<file path="config.mk">
export PLATFORM = sky130hd
export DESIGN_NAME = wstrobe_qual
export DESIGN_NICKNAME = d
export VERILOG_FILES = /design/src/rtl/wsq_pkg.sv /design/src/rtl/wsq_sync.sv /design/src/rtl/wsq_holdoff.sv /design/src/rtl/wsq_qualify.sv /design/src/rtl/wstrobe_qual.sv
export SDC_FILE = /design/constraint.sdc
export NUM_CORES = 1
export LEC_CHECK = 0
export BUFFER_PORTS_ARGS = -buffer_cell sky130_fd_sc_hd__buf_4
export CAP_MARGIN = 30
export CORE_AREA = 2 2 94 96
export CTS_CLUSTER_DIAMETER = 100
export CTS_CLUSTER_SIZE = 25
export DETAILED_ROUTE_END_ITERATION = 10
export DIE_AREA = 0 0 96 98
export SYNTH_ARGS = -nofsm -noshare
export SYNTH_HDL_FRONTEND = slang
export SYNTH_SLANG_ARGS = --single-unit
</file>
<file path="constraint.sdc">
create_clock -name clk -period 2.4 [get_ports clk]
set_input_delay 0 -clock clk [delete_from_list [all_inputs] [get_ports clk]]
set_output_delay 0 -clock clk [all_outputs]
set_load 0.03 [all_outputs]
</file>
<file path="src/rtl/wsq_pkg.sv">
// Shared definitions for the write strobe qualifier.
// Assumes: nothing beyond IEEE 1800-2017.
package wsq_pkg;
    // Depth of the pin synchronizers (control and bus share it for alignment).
    localparam int SYNC_STAGES = 2;

    // Qualifier state: waiting for a strobe, or inside one.
    typedef enum logic {
        ST_IDLE   = 1'b0,
        ST_STROBE = 1'b1
    } wsq_state_e;
endpackage

</file>
<file path="src/rtl/wsq_sync.sv">
// Multi-stage synchronizer for a vector of pin inputs.
// Assumes: bus inputs are stable around the sampling edge when they matter;
// all bits share one depth so that they stay aligned in time.
module wsq_sync #(
    parameter int            W       = 1,
    parameter int            STAGES  = 2,
    parameter logic [W-1:0]  RST_VAL = '0
) (
    input  logic         clk,
    input  logic         rst_n,
    input  logic [W-1:0] d,
    output logic [W-1:0] q
);
    logic [W-1:0] stg [STAGES];

    for (genvar g = 0; g < STAGES; g++) begin : g_stage
        if (g == 0) begin : g_first
            // Capture the raw pins.
            always_ff @(posedge clk) begin
                if (!rst_n) stg[g] <= RST_VAL;
                else        stg[g] <= d;
            end
        end else begin : g_next
            // Shift through the following stage.
            always_ff @(posedge clk) begin
                if (!rst_n) stg[g] <= RST_VAL;
                else        stg[g] <= stg[g-1];
            end
        end
    end

    assign q = stg[STAGES-1];
endmodule

</file>
<file path="src/rtl/wsq_holdoff.sv">
// Power-up hold-off timer: ready only after HOLDOFF consecutive cycles with
// the synchronized supply-good input high; any low cycle restarts it.
// Assumes: HOLDOFF >= 1.
module wsq_holdoff #(
    parameter int HOLDOFF = 64
) (
    input  logic clk,
    input  logic rst_n,
    input  logic sup_s,
    output logic ready
);
    localparam int CW = $clog2(HOLDOFF + 1);
    localparam logic [CW-1:0] LIMIT = CW'(HOLDOFF);

    logic [CW-1:0] cnt;

    // Count good-supply cycles up to the limit; clear on a bad cycle.
    always_ff @(posedge clk) begin
        if (!rst_n)          cnt <= '0;
        else if (!sup_s)     cnt <= '0;
        else if (cnt != LIMIT) cnt <= cnt + 1'b1;
    end

    assign ready = (cnt == LIMIT);

    AST_SUPPLY_BLOCK: assert property (@(posedge clk) disable iff (!rst_n)
        !sup_s |=> !ready);
endmodule

</file>
<file path="src/rtl/wsq_qualify.sv">
// Strobe qualifier: tracks the interval in which both enables are low,
// captures address at its start and data at its end, and emits one
// single-cycle write event when the interval was wide enough, output-enable
// stayed high and the supply was ready throughout.
// Assumes: inputs already synchronized and mutually aligned.
module wsq_qualify
    import wsq_pkg::*;
#(
    parameter int ADDR_W    = 8,
    parameter int DATA_W    = 8,
    parameter int MIN_PULSE = 3
) (
    input  logic              clk,
    input  logic              rst_n,
    input  logic              ce_n_s,
    input  logic              we_n_s,
    input  logic              oe_n_s,
    input  logic              ready,
    input  logic [ADDR_W-1:0] addr_s,
    input  logic [DATA_W-1:0] data_s,
    output logic              wr_valid,
    output logic [ADDR_W-1:0] wr_addr,
    output logic [DATA_W-1:0] wr_data
);
    localparam int CW = $clog2(MIN_PULSE + 1);
    localparam logic [CW-1:0] MINV = CW'(MIN_PULSE);

    wsq_state_e        state;
    logic [CW-1:0]     cnt;
    logic              spoiled;
    logic [ADDR_W-1:0] addr_q;
    logic [DATA_W-1:0] data_q;
    logic              act;
    logic              bad_now;

    // Strobe active when both enables are low; inhibit on OE low or not ready.
    assign act     = !ce_n_s && !we_n_s;
    assign bad_now = !oe_n_s || !ready;

    // Strobe tracking, capture and write-event generation.
    always_ff @(posedge clk) begin
        if (!rst_n) begin
            state    <= ST_IDLE;
            cnt      <= '0;
            spoiled  <= 1'b0;
            addr_q   <= '0;
            data_q   <= '0;
            wr_valid <= 1'b0;
            wr_addr  <= '0;
            wr_data  <= '0;
        end else begin
            wr_valid <= 1'b0;
            case (state)
                ST_IDLE: begin
                    if (act) begin
                        state   <= ST_STROBE;
                        cnt     <= CW'(1);
                        addr_q  <= addr_s;
                        data_q  <= data_s;
                        spoiled <= bad_now;
                    end
                end
                default: begin
                    if (act) begin
                        if (cnt != MINV) cnt <= cnt + 1'b1;
                        data_q <= data_s;
                        if (bad_now) spoiled <= 1'b1;
                    end else begin
                        state   <= ST_IDLE;
                        cnt     <= '0;
                        spoiled <= 1'b0;
                        if (!spoiled && cnt >= MINV) begin
                            wr_valid <= 1'b1;
                            wr_addr  <= addr_q;
                            wr_data  <= data_q;
                        end
                    end
                end
            endcase
        end
    end

    AST_SINGLE_PULSE: assert property (@(posedge clk) disable iff (!rst_n)
        wr_valid |=> !wr_valid);
    AST_MIN_WIDTH: assert property (@(posedge clk) disable iff (!rst_n)
        wr_valid |-> ($past(cnt) >= MINV));
    AST_OE_HIGH_AT_WRITE: assert property (@(posedge clk) disable iff (!rst_n)
        wr_valid |-> $past(oe_n_s, 2));
    AST_READY_AT_WRITE: assert property (@(posedge clk) disable iff (!rst_n)
        wr_valid |-> $past(ready, 2));
endmodule

</file>
<file path="src/rtl/wstrobe_qual.sv">
// Top of the write strobe qualifier: synchronizes the bus pins and the
// supply-good input, runs the hold-off timer and the strobe qualifier.
// Assumes: pin inputs are asynchronous to clk; the clock is fast enough that
// MIN_PULSE cycles span the shortest glitch to be rejected.
module wstrobe_qual
    import wsq_pkg::*;
#(
    parameter int ADDR_W    = 8,
    parameter int DATA_W    = 8,
    parameter int MIN_PULSE = 3,
    parameter int HOLDOFF   = 64
) (
    input  logic              clk,
    input  logic              rst_n,
    input  logic              ce_n,
    input  logic              we_n,
    input  logic              oe_n,
    input  logic [ADDR_W-1:0] addr,
    input  logic [DATA_W-1:0] wdata,
    input  logic              supply_ok,
    output logic              wr_valid,
    output logic [ADDR_W-1:0] wr_addr,
    output logic [DATA_W-1:0] wr_data
);
    localparam int BW = ADDR_W + DATA_W;

    logic [2:0]    ctl_s;
    logic          sup_s;
    logic [BW-1:0] bus_s;
    logic          ready;

    wsq_sync #(.W(3), .STAGES(SYNC_STAGES), .RST_VAL(3'b111)) u_sync_ctl (
        .clk(clk), .rst_n(rst_n), .d({ce_n, we_n, oe_n}), .q(ctl_s)
    );

    wsq_sync #(.W(1), .STAGES(SYNC_STAGES), .RST_VAL(1'b0)) u_sync_sup (
        .clk(clk), .rst_n(rst_n), .d(supply_ok), .q(sup_s)
    );

    wsq_sync #(.W(BW), .STAGES(SYNC_STAGES), .RST_VAL('0)) u_sync_bus (
        .clk(clk), .rst_n(rst_n), .d({addr, wdata}), .q(bus_s)
    );

    wsq_holdoff #(.HOLDOFF(HOLDOFF)) u_holdoff (
        .clk(clk), .rst_n(rst_n), .sup_s(sup_s), .ready(ready)
    );

    wsq_qualify #(.ADDR_W(ADDR_W), .DATA_W(DATA_W), .MIN_PULSE(MIN_PULSE)) u_qual (
        .clk(clk), .rst_n(rst_n),
        .ce_n_s(ctl_s[2]), .we_n_s(ctl_s[1]), .oe_n_s(ctl_s[0]),
        .ready(ready),
        .addr_s(bus_s[BW-1:DATA_W]), .data_s(bus_s[DATA_W-1:0]),
        .wr_valid(wr_valid), .wr_addr(wr_addr), .wr_data(wr_data)
    );

    AST_RESET_QUIET: assert property (@(posedge clk)
        !rst_n |=> !wr_valid);
endmodule

</file>
== Word level (Yosys, flattened, before mapping) ==
Memories as Yosys holds them, arrays and structs flattened.
Index checks and enable logic that the tools add are counted.

* Order comparisons: 1
* Bitwise logic cells: 9
* Muxes and demuxes: 18
* Eq/ne operators: 5
* Add/subtract/negate cells: 2
* Reductions and logical operators: 15

{| class="wikitable"
|+ Operator list
! cell !! count
|-
| $mux W16 || 2
|-
| $mux W1 || 10
|-
| $mux W2 || 4
|-
| $reduce_and A2 Y1 || 4
|-
| $add A7 B1 Y7 const B || 1
|-
| $eq A7 B7 Y1 const B || 1
|-
| $ne A7 B7 Y1 const B || 1
|-
| $mux W3 || 2
|-
| $ne A3 B3 Y1 const B || 2
|-
| $or A1 B1 Y1 || 6
|-
| $logic_not A1 Y1 || 5
|-
| $not A1 Y1 || 3
|-
| $reduce_and A3 Y1 || 1
|-
| $reduce_or A3 Y1 || 1
|-
| $add A2 B1 Y2 const B || 1
|-
| $ge A2 B2 Y1 const B || 1
|-
| $logic_and A1 B1 Y1 || 2
|-
| $ne A2 B2 Y1 const B || 1
|-
| $reduce_bool A2 Y1 || 1
|-
| $logic_or A1 B1 Y1 || 1
|}

* RAM bits: 40
* Bits in registers: 44
* Word-level logic and storage cells: 62
* Memories kept: 3
* Output and inout port bits: 17
* Input bits: 22

{| class="wikitable"
|+ Memory list
! memory !! depth !! width !! rd ports !! clocked after memory_dff !! write ports !! line !! text
|-
| u_sync_bus.stg || 2 || 16 || 2 || 0 || 2 || wsq_sync.sv:14 || <nowiki>logic [W-1:0] stg [STAGES];</nowiki>
|-
| u_sync_ctl.stg || 2 || 3 || 2 || 0 || 2 || wsq_sync.sv:14 ||
|-
| u_sync_sup.stg || 2 || 1 || 2 || 0 || 2 || wsq_sync.sv:14 ||
|}

== Depth between registers and ports, before layout ==
* Word-level depth: 6
* Mapped depth: 6
* Gate-level depth less buffers: 4

== By module ==
Synthesis repeated with hierarchy kept, for this count alone.

* Cells, all modules: 287
* Area, all modules: 2936.6 sq um

{| class="wikitable"
|+ Modules (own cells, without submodules)
! module !! area each (sq um) !! sequential area each (sq um) !! cells each !! instances
|-
| wsq_qualify || 1476.4 || 740.7 || 165 || 1
|-
| wsq_sync at u_sync_bus || 895.9 || 640.6 || 67 || 1
|-
| wsq_holdoff || 354.1 || 140.1 || 39 || 1
|-
| wsq_sync at u_sync_ctl || 157.7 || 120.1 || 12 || 1
|-
| wsq_sync at u_sync_sup || 52.6 || 40.0 || 4 || 1
|}

== Worst setup path before layout ==
No wires, ideal clock.

* Path kind: register to register
* Start: register u_qual.cnt[0]
* End: register u_qual.wr_addr[2]
* Library setup time: 0.072 ns
* Period minus slack after synthesis: 1.258 ns
* Slack: 1.142 ns
* Stages on the path, launching flop included: 7
* Path buffers: 2
* Data required time: 2.328 ns
* Data arrival time: 1.186 ns
* Cell sequence: dfxtp_1 ha_1 nand2_1 nor3_2 buf_4 buf_8 mux2i_1

* Word-level cells in the longest chain between the ends: 3

{| class="wikitable"
|+ Ends and longest elaborated chain
! element !! line !! text
|-
| start: declaration || wsq_qualify.sv:29 || <nowiki>logic [CW-1:0] cnt;</nowiki>
|-
| start signal: assignment || wsq_qualify.sv:65 || <nowiki>if (cnt != MINV) cnt <= cnt + 1'b1;</nowiki>
|-
| $ge A2 B2 Y1 || wsq_qualify.sv:72 || <nowiki>if (!spoiled && cnt >= MINV) begin</nowiki>
|-
| $logic_and A1 B1 Y1 || wsq_qualify.sv:72 ||
|-
| $reduce_and A3 Y1 (no source line) || -- ||
|-
| end signal: assignment || wsq_qualify.sv:74 || <nowiki>wr_addr <= addr_q;</nowiki>
|-
| end: declaration || wsq_qualify.sv:22 || <nowiki>output logic [ADDR_W-1:0] wr_addr,</nowiki>
|}

Every way passes these cells.
A chain may end at the register's enable or synchronous reset.

==> metrics.md <==
| Metric | Value |
|---|---|
| PortBufs | 38 |
| Number of core rows | 34 |
| Max Fclk | 0.676 GHz |
| Initial Utilization | 33.9% |
| DRT Wirelength | 4600 µm |
| RSZ-0062 raised after global routing | false |
| I/O pins | 39 |
| Final Hold Viols | 0 |
| Required time worst endpoint | roughly 2.7 ns |
| Most used routing layer | met2 |
| Pin count of the biggest net entering global routing | 73 |
| Antenna violations before repair | 0 |
| Grt ovf | 0 |
| Vias in the first global route | 1,850 |
| Ant diodes | 0 |
| GRT met3 Usage | under 10% |
| DR vias | ~1,900 |
| CTS Root Cell | clkbuf_8 |
| FF/Latch Area | 1680 µm² |
| GRT Util Overall | between 10% and 20% |
| Avg Inst Size Synth | 9.99 µm² |
| Met1 Use GR | 13.7% |
| Initial DRC Count | between 70 and 80 |
| Skew-Pair Late Insertion Delay | 0.35 ns |
| CTS buffer count | 9 |
| # clock sinks | 84 |
| Post-Syn Area | roughly 2900 µm² |
| Period minus WS final | 1.48 ns |
| MaxCap Viol Count | 0 |
| Final nets | ~370 |
| Sequential cell area fraction in the yosys report | 58.7% |
| Critical Path End | u_qual.wr_valid |
| CTS Buffer Depth | 2 |
| ANT nets after route | 0 |
| Drt pass-1 iters | 4 |
| Setup total negative slack | 0 ns |
| Synthesized flop and latch total | between 80 and 90 |
| Pwr/cell area | 752 nW/µm² |
| Slew @ Worst Pin | 0.633 ns |
| Via/cell ratio | 4.27 |
| Hold_buf cts | 20 |
| Critical path class | reg2reg |
| DP HPWL | 3090 µm |
| TritonCTS clock tree | done |
| Synth Warn # | 0 |
| Clock Skews | 0.00878 ns |
| Filler instances | 836 |
| Reg2reg end | u_qual.wr_valid |
| Synth Instances | 287 |
| Fin crit share | 61.6% |
| Core Box Area | 8470 µm² |
| Layout cells sized above 1 | 16.8% |
| Worst setup EP type | flip-flop |
| Register-to-register setup slack | 0.92 ns |
| Mapped Nets | 312 |
| Non-filler cells, final | 454 |
| CTS H-tree lvls | 3 |
| Worst-path clk slew | approximately 0.080 ns |
| # resized after CTS | 0 |
| Gpl congestion | 0.737 |
| Routed WL per cell | 10.1 µm |
| RR Startpoint | u_sync_ctl.stg[1][1] |
| Synthesis-to-layout area growth | 28.2% |
| Crit path DAT | 1.73 ns |
| Setup bufs post-CTS | 0 |
| Footprint of the multi-input gates | 1090 µm² |
| DR DRC count | 0 |
| Critical path origin | u_sync_ctl.stg[1][1] |
| Worst Hold Class | in2reg |
| Final setup vio count | 0 |
| Slew margin rel. | 57.6% |
| Post-synth cell types | 30 |
| CP Launch Type | flip-flop |
| Die Ht | 98 µm |
| Die Area | 9410 µm² |
| LEAKAGE | between 1 and 1.5 nW |
| Peak VDD IR | about 0.4 mV |
| Crit-path max FO | 17 |
| Pins over their slew limit | 0 |
| FF-to-FF path depth | 4 |
| Global-route wire length before repair | 7970 µm |
| Outcome | finished clean |
| Final core utilization | 43.4% |
| M2 GR Usage | between 15 and 20% |
| Die Wd | 96 µm |
| Placed cell count | 418 |
==> worst max-delay path, stage by stage (launching register included) <==
cell and delay (ns):
dfxtp_1 0.35, nor2_1 0.52, nor3_2 0.09, buf_4 0.24, and2_1 0.18
==> worst min-delay path by stage <==
stage,slack [ns],startpoint,end,depth (start not counted)
after floorplan,0.10,oe_n,u_sync_ctl.stg[0][0],1
after global placement,0.19,ce_n,u_sync_ctl.stg[0][2],2
after detailed placement,0.19,we_n,u_sync_ctl.stg[0][1],2
after CTS,0.11,rst_n,u_sync_ctl.stg[0][0],2
after global routing,0.15,rst_n,u_sync_ctl.stg[0][0],2
final,0.10,rst_n,u_sync_ctl.stg[0][0],2
==> flip-flops by register name (all words and copies together) (netlist names) <==
name             flops
u_sync_ctl.stg       6
u_qual.data_q        8
u_qual.cnt           2
u_qual.spoiled       1
u_sync_bus.stg      32
u_qual.wr_valid      1
u_qual.addr_q        8
u_sync_sup.stg       2
u_qual.wr_data       8
u_qual.state         1
u_qual.wr_addr       8
u_holdoff.cnt        7
==> through the flow <==
| stage | total power, W | setup slack [ns] | instance area, µm² | hold WS [ns] |
|---|---|---|---|---|
| final | 0.00276 | 0.921 | 3670 | 0.102 |
| after global routing | 0.00288 | 0.804 | 3670 | 0.148 |
| after floorplan | 0.00151 | 1.14 | 2870 | 0.101 |
| after global placement | 0.00154 | 0.951 | 3210 | 0.191 |
| after CTS | 0.00280 | 0.943 | 3670 | 0.106 |
| after detailed placement | 0.00155 | 0.940 | 3210 | 0.189 |
==> cell type report <==
type                            instances  share of cell area (%)
Inverter                                3                   0.307
Clock inverter                          5                    2.93
Timing Repair Buffer                   60                    13.6
Multi-Input combinational cell        183                    29.6
Sequential cell                        84                    45.8
Clock buffer                           11                    4.12
Tap cell                              108                    3.68
==> cell families after synthesis <==
group	synth area share, %
compound gates	6.94
xor+xnor	0.917
fa+ha+maj	1.31
buf+inv	3.45
flops	58.7
mux	6.29
simple gates	22.4
==> synth_stat cells (all sizes together) <==
cell type / count / area share, %
a211o: 1 / 0.31
a21boi: 18 / 4.7
a21oi: 2 / 0.35
a32o: 1 / 0.35
a41o: 1 / 0.35
and2: 36 / 7.9
and3: 1 / 0.22
buf: 9 / 2.0
clkbuf: 8 / 1.0
dfxtp: 84 / 59
ha: 3 / 1.3
inv: 3 / 0.39
mux2i: 18 / 6.3
nand2: 68 / 8.9
nand2b: 6 / 1.3
nand3: 8 / 1.4
nand4b: 1 / 0.31
nor2: 1 / 0.13
nor3: 5 / 1.2
nor4: 1 / 0.22
o21ai: 5 / 0.87
or2: 1 / 0.22
or3: 3 / 0.65
xnor2: 1 / 0.31
xor2: 2 / 0.61
==> report_power, final <==
| group | leakage (nW) | internal (W) | total, W | switching (W) |
|---|---|---|---|---|
| registers | 0.686 | 0.00143 | 0.00144 | 0.0000107 |
| logic | 0.569 | 0.0000642 | 0.000101 | 0.0000364 |
| clock network | 0.130 | 0.000751 | 0.00123 | 0.000475 |
| total | 1.38 | 0.00224 | 0.00276 | 0.000522 |
==> cells in the final DEF, fill, tap and decap left out, drive strengths merged <==
master       synthesis  final
nand2b               6      6
bufinv               0      3
a41o                 1      1
o21ai                5      5
buf                  9     40
nor4                 1      1
inv                  3      3
mux2i               18     18
nor2                 1      1
xnor2                1      1
nand2               68     68
a21oi                2      2
a211o                1      1
dlygate4sd3          0     20
and2                36     36
clkbuf               8     11
or3                  3      3
ha                   3      3
or2                  1      1
dfxtp               84     84
nand3                8      8
xor2                 2      2
nand4b               1      1
nor3                 5      5
clkinv               0      2
and3                 1      1
a21boi              18     18
a32o                 1      1
==> layer usage <==
metal,up-vias,wire [µm],share of wire [%]
met5,-,0,0
met4,0,129,2.8
met3,12,192,4.2
met2,46,1980,43
met1,842,2300,50
li1,1039,-,-
(Power assumes the default switching activity.)
